## src/rtl/async_frame_tx.sv

```systemverilog
module async_frame_tx #(
  parameter int CNT_W = 8
) (
  input  logic       clk,
  input  logic       rst_n,
  input  logic       txc_tick,
  input  logic [1:0] cfg_len,
  input  logic       cfg_par_en,
  input  logic       cfg_par_even,
  input  logic [1:0] cfg_stop,
  input  logic [1:0] cfg_factor,
  input  logic       tx_en,
  input  logic       send_brk,
  input  logic       wr_stb,
  input  logic [7:0] wr_data,
  output logic       txd,
  output logic       tx_rdy,
  output logic       tx_empty
);

  typedef enum logic [2:0] {S_IDLE, S_START, S_DATA, S_PAR, S_STOP} ph_t;

  ph_t              ph;
  logic             hold_full;
  logic [7:0]       hold_data;
  logic [7:0]       shf;
  logic [2:0]       idx;
  logic [CNT_W-1:0] cnt;
  logic [2:0]       f_last_idx;
  logic             f_par_en, f_par_bit;
  logic [CNT_W-1:0] f_bit_last, f_stop_last;

  // ticks per bit, and per stop period
  logic [CNT_W-1:0] fac, stop_ticks;
  always_comb begin
    case (cfg_factor)
      2'b10:   fac = CNT_W'(16);
      2'b11:   fac = CNT_W'(64);
      default: fac = CNT_W'(1);
    endcase
    case (cfg_stop)
      2'b10:   stop_ticks = (fac == CNT_W'(1)) ? CNT_W'(2) : fac + (fac >> 1);
      2'b11:   stop_ticks = fac << 1;
      default: stop_ticks = fac;
    endcase
  end

  logic [7:0] data_m;
  assign data_m = hold_data & (8'hFF >> (2'd3 - cfg_len));

  logic [CNT_W-1:0] cur_last;
  logic bit_end, end_stop, load;
  assign cur_last = (ph == S_STOP) ? f_stop_last : f_bit_last;
  assign bit_end  = txc_tick && (cnt == cur_last);
  assign end_stop = (ph == S_STOP) && bit_end;
  assign load     = hold_full && tx_en && ((ph == S_IDLE) || end_stop);

  always_ff @(posedge clk or negedge rst_n) begin
    if (!rst_n) begin
      hold_full <= 1'b0;
      hold_data <= '0;
    end else if (load) begin
      hold_full <= 1'b0;
    end else if (wr_stb && !hold_full) begin
      hold_full <= 1'b1;
      hold_data <= wr_data;
    end
  end

  always_ff @(posedge clk or negedge rst_n) begin
    if (!rst_n) begin
      ph          <= S_IDLE;
      shf         <= '0;
      idx         <= '0;
      cnt         <= '0;
      f_last_idx  <= '0;
      f_par_en    <= 1'b0;
      f_par_bit   <= 1'b0;
      f_bit_last  <= '0;
      f_stop_last <= '0;
    end else if (load) begin
      ph          <= S_START;
      cnt         <= '0;
      idx         <= '0;
      shf         <= data_m;
      f_last_idx  <= {1'b1, cfg_len} - 3'd4 + 3'd4;
      f_par_en    <= cfg_par_en;
      f_par_bit   <= (^data_m) ^ ~cfg_par_even;
      f_bit_last  <= fac - CNT_W'(1);
      f_stop_last <= stop_ticks - CNT_W'(1);
    end else if (txc_tick && ph != S_IDLE) begin
      if (bit_end) begin
        cnt <= '0;
        case (ph)
          S_START: ph <= S_DATA;
          S_DATA: begin
            shf <= shf >> 1;
            if (idx == f_last_idx) ph <= f_par_en ? S_PAR : S_STOP;
            else idx <= idx + 3'd1;
          end
          S_PAR:   ph <= S_STOP;
          default: ph <= S_IDLE;
        endcase
      end else begin
        cnt <= cnt + CNT_W'(1);
      end
    end
  end

  always_comb begin
    case (ph)
      S_START: txd = 1'b0;
      S_DATA:  txd = shf[0];
      S_PAR:   txd = f_par_bit;
      default: txd = 1'b1;
    endcase
    if (send_brk) txd = 1'b0;
  end

  assign tx_rdy   = !hold_full;
  assign tx_empty = (ph == S_IDLE);

  a_r8_break_low: assert property (@(posedge clk) disable iff (!rst_n)
    send_brk |-> !txd);
  a_r9_no_overwrite: assert property (@(posedge clk) disable iff (!rst_n)
    hold_full && wr_stb && !load |=> hold_data == $past(hold_data));
  a_r11_no_start_disabled: assert property (@(posedge clk) disable iff (!rst_n)
    !tx_en && tx_empty |=> tx_empty);
  a_r10_start_low: assert property (@(posedge clk) disable iff (!rst_n)
    $fell(tx_empty) && !send_brk |-> !txd);
  a_r2_stop_high: assert property (@(posedge clk) disable iff (!rst_n)
    ph == S_STOP && !send_brk |-> txd);
  a_r6_hold_no_tick: assert property (@(posedge clk) disable iff (!rst_n)
    ph != S_IDLE && !txc_tick |=> $stable(ph) && $stable(cnt));

endmodule

```

## config.mk

```make
export PLATFORM = sky130hd
export DESIGN_NAME = async_frame_tx
export DESIGN_NICKNAME = d
export VERILOG_FILES = /design/src/rtl/async_frame_tx.sv
export SDC_FILE = /design/constraint.sdc
export NUM_CORES = 1
export LEC_CHECK = 0
export CORE_ASPECT_RATIO = 1.1
export CORE_UTILIZATION = 23
export CTS_BUF_LIST = sky130_fd_sc_hd__clkbuf_8
export DETAILED_ROUTE_END_ITERATION = 10
export DONT_BUFFER_PORTS = 1
export HOLD_SLACK_MARGIN = 0.1
export PLACE_DENSITY_LB_ADDON = 0.05
export SKIP_LAST_GASP = 1
export SLEW_MARGIN = 20
export SYNTH_ARGS = -nofsm -noshare
export SYNTH_HDL_FRONTEND = slang
export SYNTH_SLANG_ARGS = --single-unit
```

## constraint.sdc

```tcl
create_clock -name clk -period 2.9 [get_ports clk]
set_input_delay 0 -clock clk [delete_from_list [all_inputs] [get_ports clk]]
set_output_delay 0 -clock clk [all_outputs]
set_load 0.03 [all_outputs]
```

==> summary.txt, run 1 <==
outcome: complete, no violations
layout overhead on the synthesized area: 21.1%
dpl ws: 231 ps
Routed WL per cell: 15.1 um
cell count of the worst reg-to-reg path: 8
initial core utilization: 23.8%
number of enable flip-flop cells after synthesis: 0
nets: 292
FILL cells: 1097
final count of hold timing violations: 0
Syn Inst Count: 238
Tot Pwr: 2.57 mW
Setup TNS Final: 0 ps
met2 wire length: 3260 um
hold path depth: 3
top sig layer: met4
Syn Area/Cell: 10.4 sq um
Tcrit/Tclk final: 90.5%
Hold Path Origin: cfg_len[1]
Setup Buffers After CTS: 0
Fmax achieved: 0.381 GHz
Max clock buf depth: 2
FP Rows: 39
Detail Route Antenna Nets: 0
Detail Route met3 WL: 165 um
Period minus WS final: 2630 ps
Reg2Reg Setup Slack: 270 ps
sequential-to-total area share from yosys stat: 46.6%
startpoint types: flop
VDD IR-drop max: 0.383 mV
Cell Area, Synth: 0.00247 sq mm
share of layout cells above drive strength 1: 18.7%
CP Class: reg2reg
CTS buffer count: 5
fin area: 0.00299 sq mm
CTS tree: yes
Die Width: 101 um
most used flip-flop cell after synthesis: dfrtp_1
IO Pins: 25
max-slew violations: 0
fin cells: 411
Area after DPL: 0.00266 sq mm
Final Util: 28.8%
total track usage: 12.4%
slew margin rel.: 50.0%
IO Port Bufs: 0
peak fanout along the critical path: 8
LEAKAGE: 1.20 nW
commonest non-fill, non-tap cell in the layout: dfrtp_1
clk_skew: 12.8 ps
vias in the first global route: 1888
Hold WC Path Type: in2reg
worst hold slack: 107 ps
Vias/cell: 4.51
DP Cell Count: 381
Synth Net Count: 263
fraction of registers with async set/reset: 100%
pin count of the biggest net entering global routing: 47
fin worst setup slack: 274 ps
unrepaired setup endpoints after global routing: false
final WL: 6210 um
initial DRC count: 72
grt total ovfl: 0
origin of the critical flop-to-flop path: ph[0]$_DFFE_PN0P_
total number of vias: 1853
WP data arrival: 2830 ps
root buf cell: clkbuf_8
ant diodes: 0
Clock Sinks: 46
Synth Warn #: 0
commonest non-fill, non-tap cells in the layout: 46 x dfrtp_1, 26 x nand2_1, 20 x o21ai_0, 20 x dlygate4sd3_1, 16 x xnor2_1
final setup vio count: 0
CP Capture Type: flop
area of the die: 0.0112 sq mm
Yosys cell types: 51
H-tree depth: 2
global-route wire length before repair: 10300 um
Worst-path clk slew: 100 ps
die height: 111 um
hold endpoint: shf[5]$_DFFE_PN0P_
initial antenna violation count: 0
Post-Route M1 WL: 2680 um
worst slew pin tran: 748 ps
GP Congestion: 0.688
CORE AREA: 0.0104 sq mm
reg2reg end: shf[5]$_DFFE_PN0P_
DP HPWL: 4470 um
DRC viols: 0
Pwr Density: 860 mW/mm^2
Pre-antenna DRT Iters: 4
#FFs+latches synth: 46
critical path required time: 3110 ps
Max Cap Viol: 0
worst-skew pair later-pin latency: 310 ps
cells by family after synthesis:
family	Yosys count	share of synthesized area, %
and+or+nand+nor	83	17.4
xor gates and xnor gates	18	6.38
muxes	16	7.14
AOI/OAI and AO/OA	59	18.1
buffers and inverters	13	2.89
adders and majority gates	3	1.52
DFF	46	46.6
registers in the layout, indices dropped and copies added (netlist names):
name	cells
f_last_idx	3
f_bit_last	4
shf	8
idx	3
ph	3
f_par_en	1
hold_full	1
f_par_bit	1
f_stop_last	6
hold_data	8
cnt	8
final cells by class:
class / instances / area (sq um) / area share [%]
clock buffers: 5 / 68.8 / 2.30
clock inverters: 3 / 21.3 / 0.711
inverters: 4 / 15.0 / 0.502
multi-input cells: 180 / 1260 / 42.1
flip-flops and latches: 46 / 1150 / 38.5
well taps: 143 / 179 / 5.98
repair buffers: 30 / 295 / 9.87
routing by layer:
| layer | vias up | track usage [%] |
|---|---|---|
| li1 | 923 | - |
| met1 | 896 | 14.7 |
| met2 | 28 | 21.7 |
| met3 | 6 | 2.59 |
| met4 | 0 | 4.64 |
| met5 | - | 0 |
power breakdown:
part	total, mW	internal (mW)	switching [mW]	leakage [nW]
Sequential	1.11	0.877	0.232	0.587
Combinational	1.05	0.524	0.523	0.573
Clock	0.414	0.170	0.244	0.0441
Total	2.57	1.57	1.00	1.20
timing repair:
| item | CTS | global route |
|---|---|---|
| gates resized for setup | 0 | 0 |
| endpoints found under the setup margin | 0 | 1 |
| hold buffers | 21 | 0 |
| hold endpoints to repair | 71 | 0 |
worst max-delay path, cell delays in order (launching register included):
cell       delay (ps)
dfrtp_1           440
nor3b_4           340
mux2i_1           280
xnor2_1           130
a2111oi_4         320
buf_4             220
and2_1            280
a21oi_1           150
o32a_1            360
worst max path at each step:
| stage | from | end | slack [ps] | cells after the start |
|---|---|---|---|---|
| after detailed placement | ph[1]$_DFFE_PN0P_ | shf[5]$_DFFE_PN0P_ | 230 | 8 |
| final | ph[0]$_DFFE_PN0P_ | shf[5]$_DFFE_PN0P_ | 270 | 8 |
| after CTS | ph[1]$_DFFE_PN0P_ | shf[5]$_DFFE_PN0P_ | 210 | 8 |
| after global routing | ph[0]$_DFFE_PN0P_ | shf[5]$_DFFE_PN0P_ | 70 | 8 |
| after floorplan | ph[0]$_DFFE_PN0P_ | idx[2]$_DFFE_PN0P_ | 320 | 8 |
| after global placement | ph[1]$_DFFE_PN0P_ | shf[5]$_DFFE_PN0P_ | 290 | 8 |
Yosys cell counts (2+ instances only):
cell type   n  area share [%]
nand2b_1    7             1.8
and2_1      5             1.3
a31oi_1     2            0.51
dfrtp_1    46              47
xor2_1      2            0.71
nor2b_1     3            0.76
nand4_1     2            0.51
a22o_1      5             1.8
ha_1        3             1.5
and3_1      3            0.76
mux2_2     13             5.9
clkbuf_1    3            0.46
nand2_1    26             4.0
o221a_2     5             2.3
o21a_1      3            0.91
a21oi_1     4            0.81
or2_2       5             1.3
mux2i_1     3             1.2
nor3_1      4            0.81
xnor2_1    16             5.7
inv_1       4            0.61
a31o_2      2            0.71
a211oi_1    3            0.91
o21ai_0    20             4.1
o32a_1      2            0.81
nor2_1     13             2.0
nand3_1     7             1.4
buf_2       3            0.61
buf_6       2            0.91
No activity file was read; power rests on OpenSTA's default activity.
==> run 2: changes to the inputs <==
--- a/config.mk
+++ b/config.mk
@@ -5,8 +5,8 @@
 export SDC_FILE = /design/constraint.sdc
 export NUM_CORES = 1
 export LEC_CHECK = 0
-export CORE_ASPECT_RATIO = 1.1
-export CORE_UTILIZATION = 23
+export CORE_ASPECT_RATIO = 1.75
+export CORE_UTILIZATION = 50
 export CTS_BUF_LIST = sky130_fd_sc_hd__clkbuf_8
 export DETAILED_ROUTE_END_ITERATION = 10
 export DONT_BUFFER_PORTS = 1
==> summary.txt, run 2 (synthesized netlist as in run 1, its figures left out) <==
DP HPWL: 3830 um (-14%)
Clock Sinks: 46 (unchanged)
final WL: 5290 um (-15%)
outcome: complete, no violations
CP Class: reg2reg
Critical Path, Cell by Cell: nor3b_4, mux2i_1, xnor2_1, a2111oi_4, buf_4, and2_1, a21oi_1, o32a_1
Setup Buffers After CTS: 0 (unchanged)
Vias/cell: 5.92 (+31%)
cell count of the worst reg-to-reg path: 8 (unchanged)
DP Cell Count: 289 (-24%)
total track usage: 22.8% (+10 points)
max-slew violations: 0 (unchanged)
pin count of the biggest net entering global routing: 47 (unchanged)
CORE AREA: 0.00471 sq mm (-55%)
die height: 95.0 um (-14%)
LEAKAGE: 1.20 nW (about the same)
initial core utilization: 52.5% (+29 points)
Period minus WS final: 2640 ps (+12.4 ps)
initial DRC count: 31 (-57%)
Die Width: 55.1 um (-45%)
peak fanout along the critical path: 10 (+2)
layout overhead on the synthesized area: 16.6%
final setup vio count: 0 (unchanged)
FILL cells: 422 (-62%)
unrepaired setup endpoints after global routing: false
Max Cap Viol: 0 (unchanged)
area of the die: 0.00524 sq mm (-53%)
grt total ovfl: 0 (unchanged)
Tcrit/Tclk final: 91.0% (+0.43 points)
Worst-path clk slew: 90 ps (about the same)
GP Congestion: 0.798 (+16%)
worst hold slack: 119 ps (+11.7 ps)
CTS resizes: 0 (unchanged)
DRC viols: 0 (unchanged)
fin cells: 318 (-23%)
Fmax achieved: 0.379 GHz (-0.47%)
Largest regs: cnt x8, hold_data x8, shf x8
WP data arrival: 2820 ps (about the same)
hold path depth: 1 (-2)
commonest non-fill, non-tap cell in the layout: dfrtp_1
worst slew pin tran: 717 ps (-30.7 ps)
Setup TNS Final: 0 ps (unchanged)
hold-fix buffers at CTS: 21 (unchanged)
Tot Pwr: 2.60 mW (+1.1%)
CP Capture Type: flop
H-tree depth: 2 (unchanged)
critical path required time: 3080 ps (-30 ps)
CTS tree: yes
vias in the first global route: 1916 (+1.5%)
IO Pins: 25 (unchanged)
Hold WC Path Type: in2out
global-route wire length before repair: 8530 um (-17%)
startpoint types: flop
IO Port Bufs: 0 (unchanged)
nets: 290 (-0.68%)
Max clock buf depth: 2 (unchanged)
Detail Route Antenna Nets: 0 (unchanged)
final count of hold timing violations: 0 (unchanged)
share of layout cells above drive strength 1: 18.0% (-0.61 points)
FP Rows: 33 (-15%)
slew margin rel.: 52.1% (+2.1 points)
clk_skew: 12.2 ps (-0.610 ps)
CTS buffer count: 5 (unchanged)
worst-skew pair later-pin latency: 300 ps (about the same)
VDD IR-drop max: 0.609 mV (+59%)
initial antenna violation count: 0 (unchanged)
CP max stage cell: dfrtp_1
Routed WL per cell: 16.6 um (+10%)
slowest stage delay, CP: 410 ps (-30 ps)
commonest non-fill, non-tap cells in the layout: 46 x dfrtp_1, 26 x nand2_1, 20 x o21ai_0, 20 x dlygate4sd3_1, 16 x xnor2_1
Pwr Density: 902 mW/mm^2 (+4.9%)
ant diodes: 0 (unchanged)
total number of vias: 1881 (+1.5%)
Pre-antenna DRT Iters: 4 (unchanged)
root buf cell: clkbuf_8
[run 2: cell count changes in the layout (fill, tap and decap cells not counted)]
cell        change
clkinv_4        -1
nor3b_2         -1
bufinv_16       +1
buf_4           -1
clkinvlp_4      +1
clkinv_2        -1
[run 2: worst paths after layout]
path,startpoint,endpoint,slack [ps]
setup / recovery,ph[1]$_DFFE_PN0P_,shf[5]$_DFFE_PN0P_,260
setup reg to reg,ph[1]$_DFFE_PN0P_,shf[5]$_DFFE_PN0P_,260
min in group asynchronous,rst_n,cnt[3]$_DFFE_PN0P_,210
hold reg to reg,f_last_idx[2]$_DFFE_PN0P_,f_last_idx[2]$_DFFE_PN0P_,490
max in group asynchronous,rst_n,shf[1]$_DFFE_PN0P_,2480
hold / removal,send_brk,txd,120
[run 2: power breakdown]
part	total (mW)	switching [mW]	internal, mW
registers	1.10	0.227	0.877
clock network	0.475	0.218	0.256
logic	1.02	0.500	0.519
total	2.60	0.945	1.65
[run 2: per-stage QoR]
| stage | setup WS, ps | cell area, sq um | util, % |
|---|---|---|---|
| after floorplan | 321 | 2470 | - |
| after global placement | 349 | 2540 | 53.9 |
| after detailed placement | 269 | 2540 | 53.9 |
| after CTS | 242 | 2880 | 61.2 |
| after global routing | 46.7 | 2880 | 61.2 |
| final | 262 | 2880 | 61.2 |
[run 2: final cells by class]
type                       instances  area (sq um)  area share (%)
multi-input combinational        179          1250            43.3
clock buffer                       5          68.8            2.39
clock inverter                     3          45.0            1.56
tap                               52          65.1            2.26
timing repair buffer              29           288            9.99
sequential                        46          1150            40.0
inverter                           4          15.0           0.521
[run 2: metal layers]
metal  vias up  routed length [um]  global-route usage (%)
li1        914                   -                       -
met1       928                2050                    24.0
met2        30                3020                    42.1
met3         9                 133                    4.83
met4         0                  88                    7.92
met5         -                   0                       0
[run 2: critical path: cells and delay by family (launching register included)]
family / cells / cell delay, ps
AO/OA/AOI/OAI: 3 / 810
buffers and inverters: 1 / 210
XOR/XNOR: 1 / 120
AND/OR/NAND/NOR: 2 / 690
multiplexers: 1 / 270
flip-flops: 1 / 410
==> run 3: changes to the inputs <==
--- a/config.mk
+++ b/config.mk
@@ -11,6 +11,7 @@
 export DETAILED_ROUTE_END_ITERATION = 10
 export DONT_BUFFER_PORTS = 1
 export HOLD_SLACK_MARGIN = 0.1
+export MAX_ROUTING_LAYER = met4
 export PLACE_DENSITY_LB_ADDON = 0.05
 export SKIP_LAST_GASP = 1
 export SLEW_MARGIN = 20
==> summary.txt, run 3 (synthesized netlist as in run 1, its figures left out) <==
commonest non-fill, non-tap cell in the layout: dfrtp_1
Vias/cell: 5.91 (-0.11%)
top sig layer: met4
peak fanout along the critical path: 10 (unchanged)
FILL cells: 422 (unchanged)
slew margin rel.: 51.8% (-0.34 points)
IO Port Bufs: 0 (unchanged)
fin worst setup slack: 264 ps (+1.99 ps)
initial DRC count: 36 (+16%)
Routed WL per cell: 16.7 um (+0.45%)
share of layout cells above drive strength 1: 18.0% (unchanged)
DRC viols: 0 (unchanged)
Tcrit/Tclk final: 90.9% (about the same)
pin count of the biggest net entering global routing: 47 (unchanged)
unrepaired setup endpoints after global routing: false
Area after DPL: 0.00254 sq mm (unchanged)
startpoint types: flop
CTS resizes: 0 (unchanged)
CP Capture Type: flop
worst-skew pair later-pin latency: 300 ps (about the same)
CTS buffer count: 5 (unchanged)
initial core utilization: 52.5% (unchanged)
FP Rows: 33 (unchanged)
dpl ws: 269 ps (unchanged)
max-slew violations: 0 (unchanged)
total number of vias: 1879 (-0.11%)
met2 wire length: 3040 um (+0.83%)
critical path required time: 3080 ps (about the same)
final setup vio count: 0 (unchanged)
total track usage: 23.5% (+0.63 points)
IO Pins: 25 (unchanged)
final WL: 5320 um (+0.45%)
die height: 95.0 um (unchanged)
layout overhead on the synthesized area: 16.6% (unchanged)
global-route wire length before repair: 8540 um (+0.16%)
area of the die: 0.00524 sq mm (unchanged)
CORE AREA: 0.00471 sq mm (unchanged)
VDD IR-drop max: 0.608 mV (about the same)
CTS tree: yes
Detail Route Antenna Nets: 0 (unchanged)
Setup TNS Final: 0 ps (unchanged)
Die Width: 55.1 um (unchanged)
Hold WC Path Type: in2out
Clock Sinks: 46 (unchanged)
ant diodes: 0 (unchanged)
initial antenna violation count: 0 (unchanged)
DP HPWL: 3830 um (unchanged)
vias in the first global route: 1909 (-0.37%)
root buf cell: clkbuf_8
register area: 0.00115 sq mm (unchanged)
GP Congestion: 0.810 (+1.4%)
Pwr Density: 903 mW/mm^2 (about the same)
worst slew pin tran: 722 ps (+5.14 ps)
multi-input logic area: 0.00125 sq mm (unchanged)
Worst-path clk slew: 90 ps (about the same)
grt total ovfl: 0 (unchanged)
fin area: 0.00288 sq mm (unchanged)
H-tree depth: 2 (unchanged)
Pre-antenna DRT Iters: 4 (unchanged)
nets: 290 (unchanged)
hold path depth: 1 (unchanged)
Max clock buf depth: 2 (unchanged)
WP data arrival: 2820 ps (about the same)
Fmax achieved: 0.379 GHz (about the same)
Post-Route M1 WL: 2060 um (+0.54%)
Largest regs: cnt x8, hold_data x8, shf x8
final count of hold timing violations: 0 (unchanged)
LEAKAGE: 1.20 nW (unchanged)
commonest non-fill, non-tap cells in the layout: 46 x dfrtp_1, 26 x nand2_1, 20 x o21ai_0, 20 x dlygate4sd3_1, 16 x xnor2_1
Detail Route met3 WL: 121 um (-9.0%)
Tot Pwr: 2.60 mW (about the same)
Max Cap Viol: 0 (unchanged)
CP Class: reg2reg
clk_skew: 12.4 ps (+0.170 ps)
worst hold slack: 119 ps (unchanged)
outcome: complete, no violations
cell count of the worst reg-to-reg path: 8 (unchanged)
Period minus WS final: 2640 ps (-1.99 ps)
[run 3: metal layers]
| metal | GRT usage, % | vias to the layer above |
|---|---|---|
| met2 | 42.0 | 27 |
| met4 | 7.92 | 0 |
| met3 | 4.67 | 9 |
| li1 | - | 913 |
| met5 | - | - |
| met1 | 24.2 | 930 |
[run 3: path summary, 6_finish.rpt]
| kind | startpoint | endpoint | slack, ps |
|---|---|---|---|
| min in group asynchronous | rst_n | cnt[7]$_DFFE_PN0P_ | 210 |
| worst max-delay path | ph[1]$_DFFE_PN0P_ | shf[5]$_DFFE_PN0P_ | 260 |
| max in group asynchronous | rst_n | shf[0]$_DFFE_PN0P_ | 2480 |
| worst max register to register | ph[1]$_DFFE_PN0P_ | shf[5]$_DFFE_PN0P_ | 260 |
| worst min-delay path | send_brk | txd | 120 |
| worst min register to register | f_last_idx[2]$_DFFE_PN0P_ | f_last_idx[2]$_DFFE_PN0P_ | 490 |
[run 3: power by group]
group          internal [mW]  switching (mW)  total [mW]
registers              0.877           0.228        1.11
logic                  0.519           0.500        1.02
clock network          0.256           0.219       0.475
[run 3: worst max-delay path, stage by stage, from the launching register on]
cell       delay [ps]
dfrtp_1           410
nor3b_4           410
mux2i_1           270
xnor2_1           120
a2111oi_4         310
buf_4             210
and2_1            270
a21oi_1           140
o32a_1            360
[run 3: layout make-up]
type,instances,share of cell area [%]
clock buffer,5,2.39
clock inverter,3,1.56
sequential,46,40.0
tap,52,2.26
multi-input combinational,179,43.3
timing repair buffer,29,9.99
inverter,4,0.521
[run 3: repair_timing]
action,in CTS,in global routing
setup endpoints to repair,0,0
hold endpoints to repair,72,0
buffers inserted,0,0
hold buffers,21,0
[run 3: per-stage QoR]
step | utilization (%) | std cells
finish | 61.2 | 318
global route | 61.2 | 318
CTS | 61.2 | 318
detailed placement | 53.9 | 289
global placement | 53.9 | 289
floorplan | - | 238
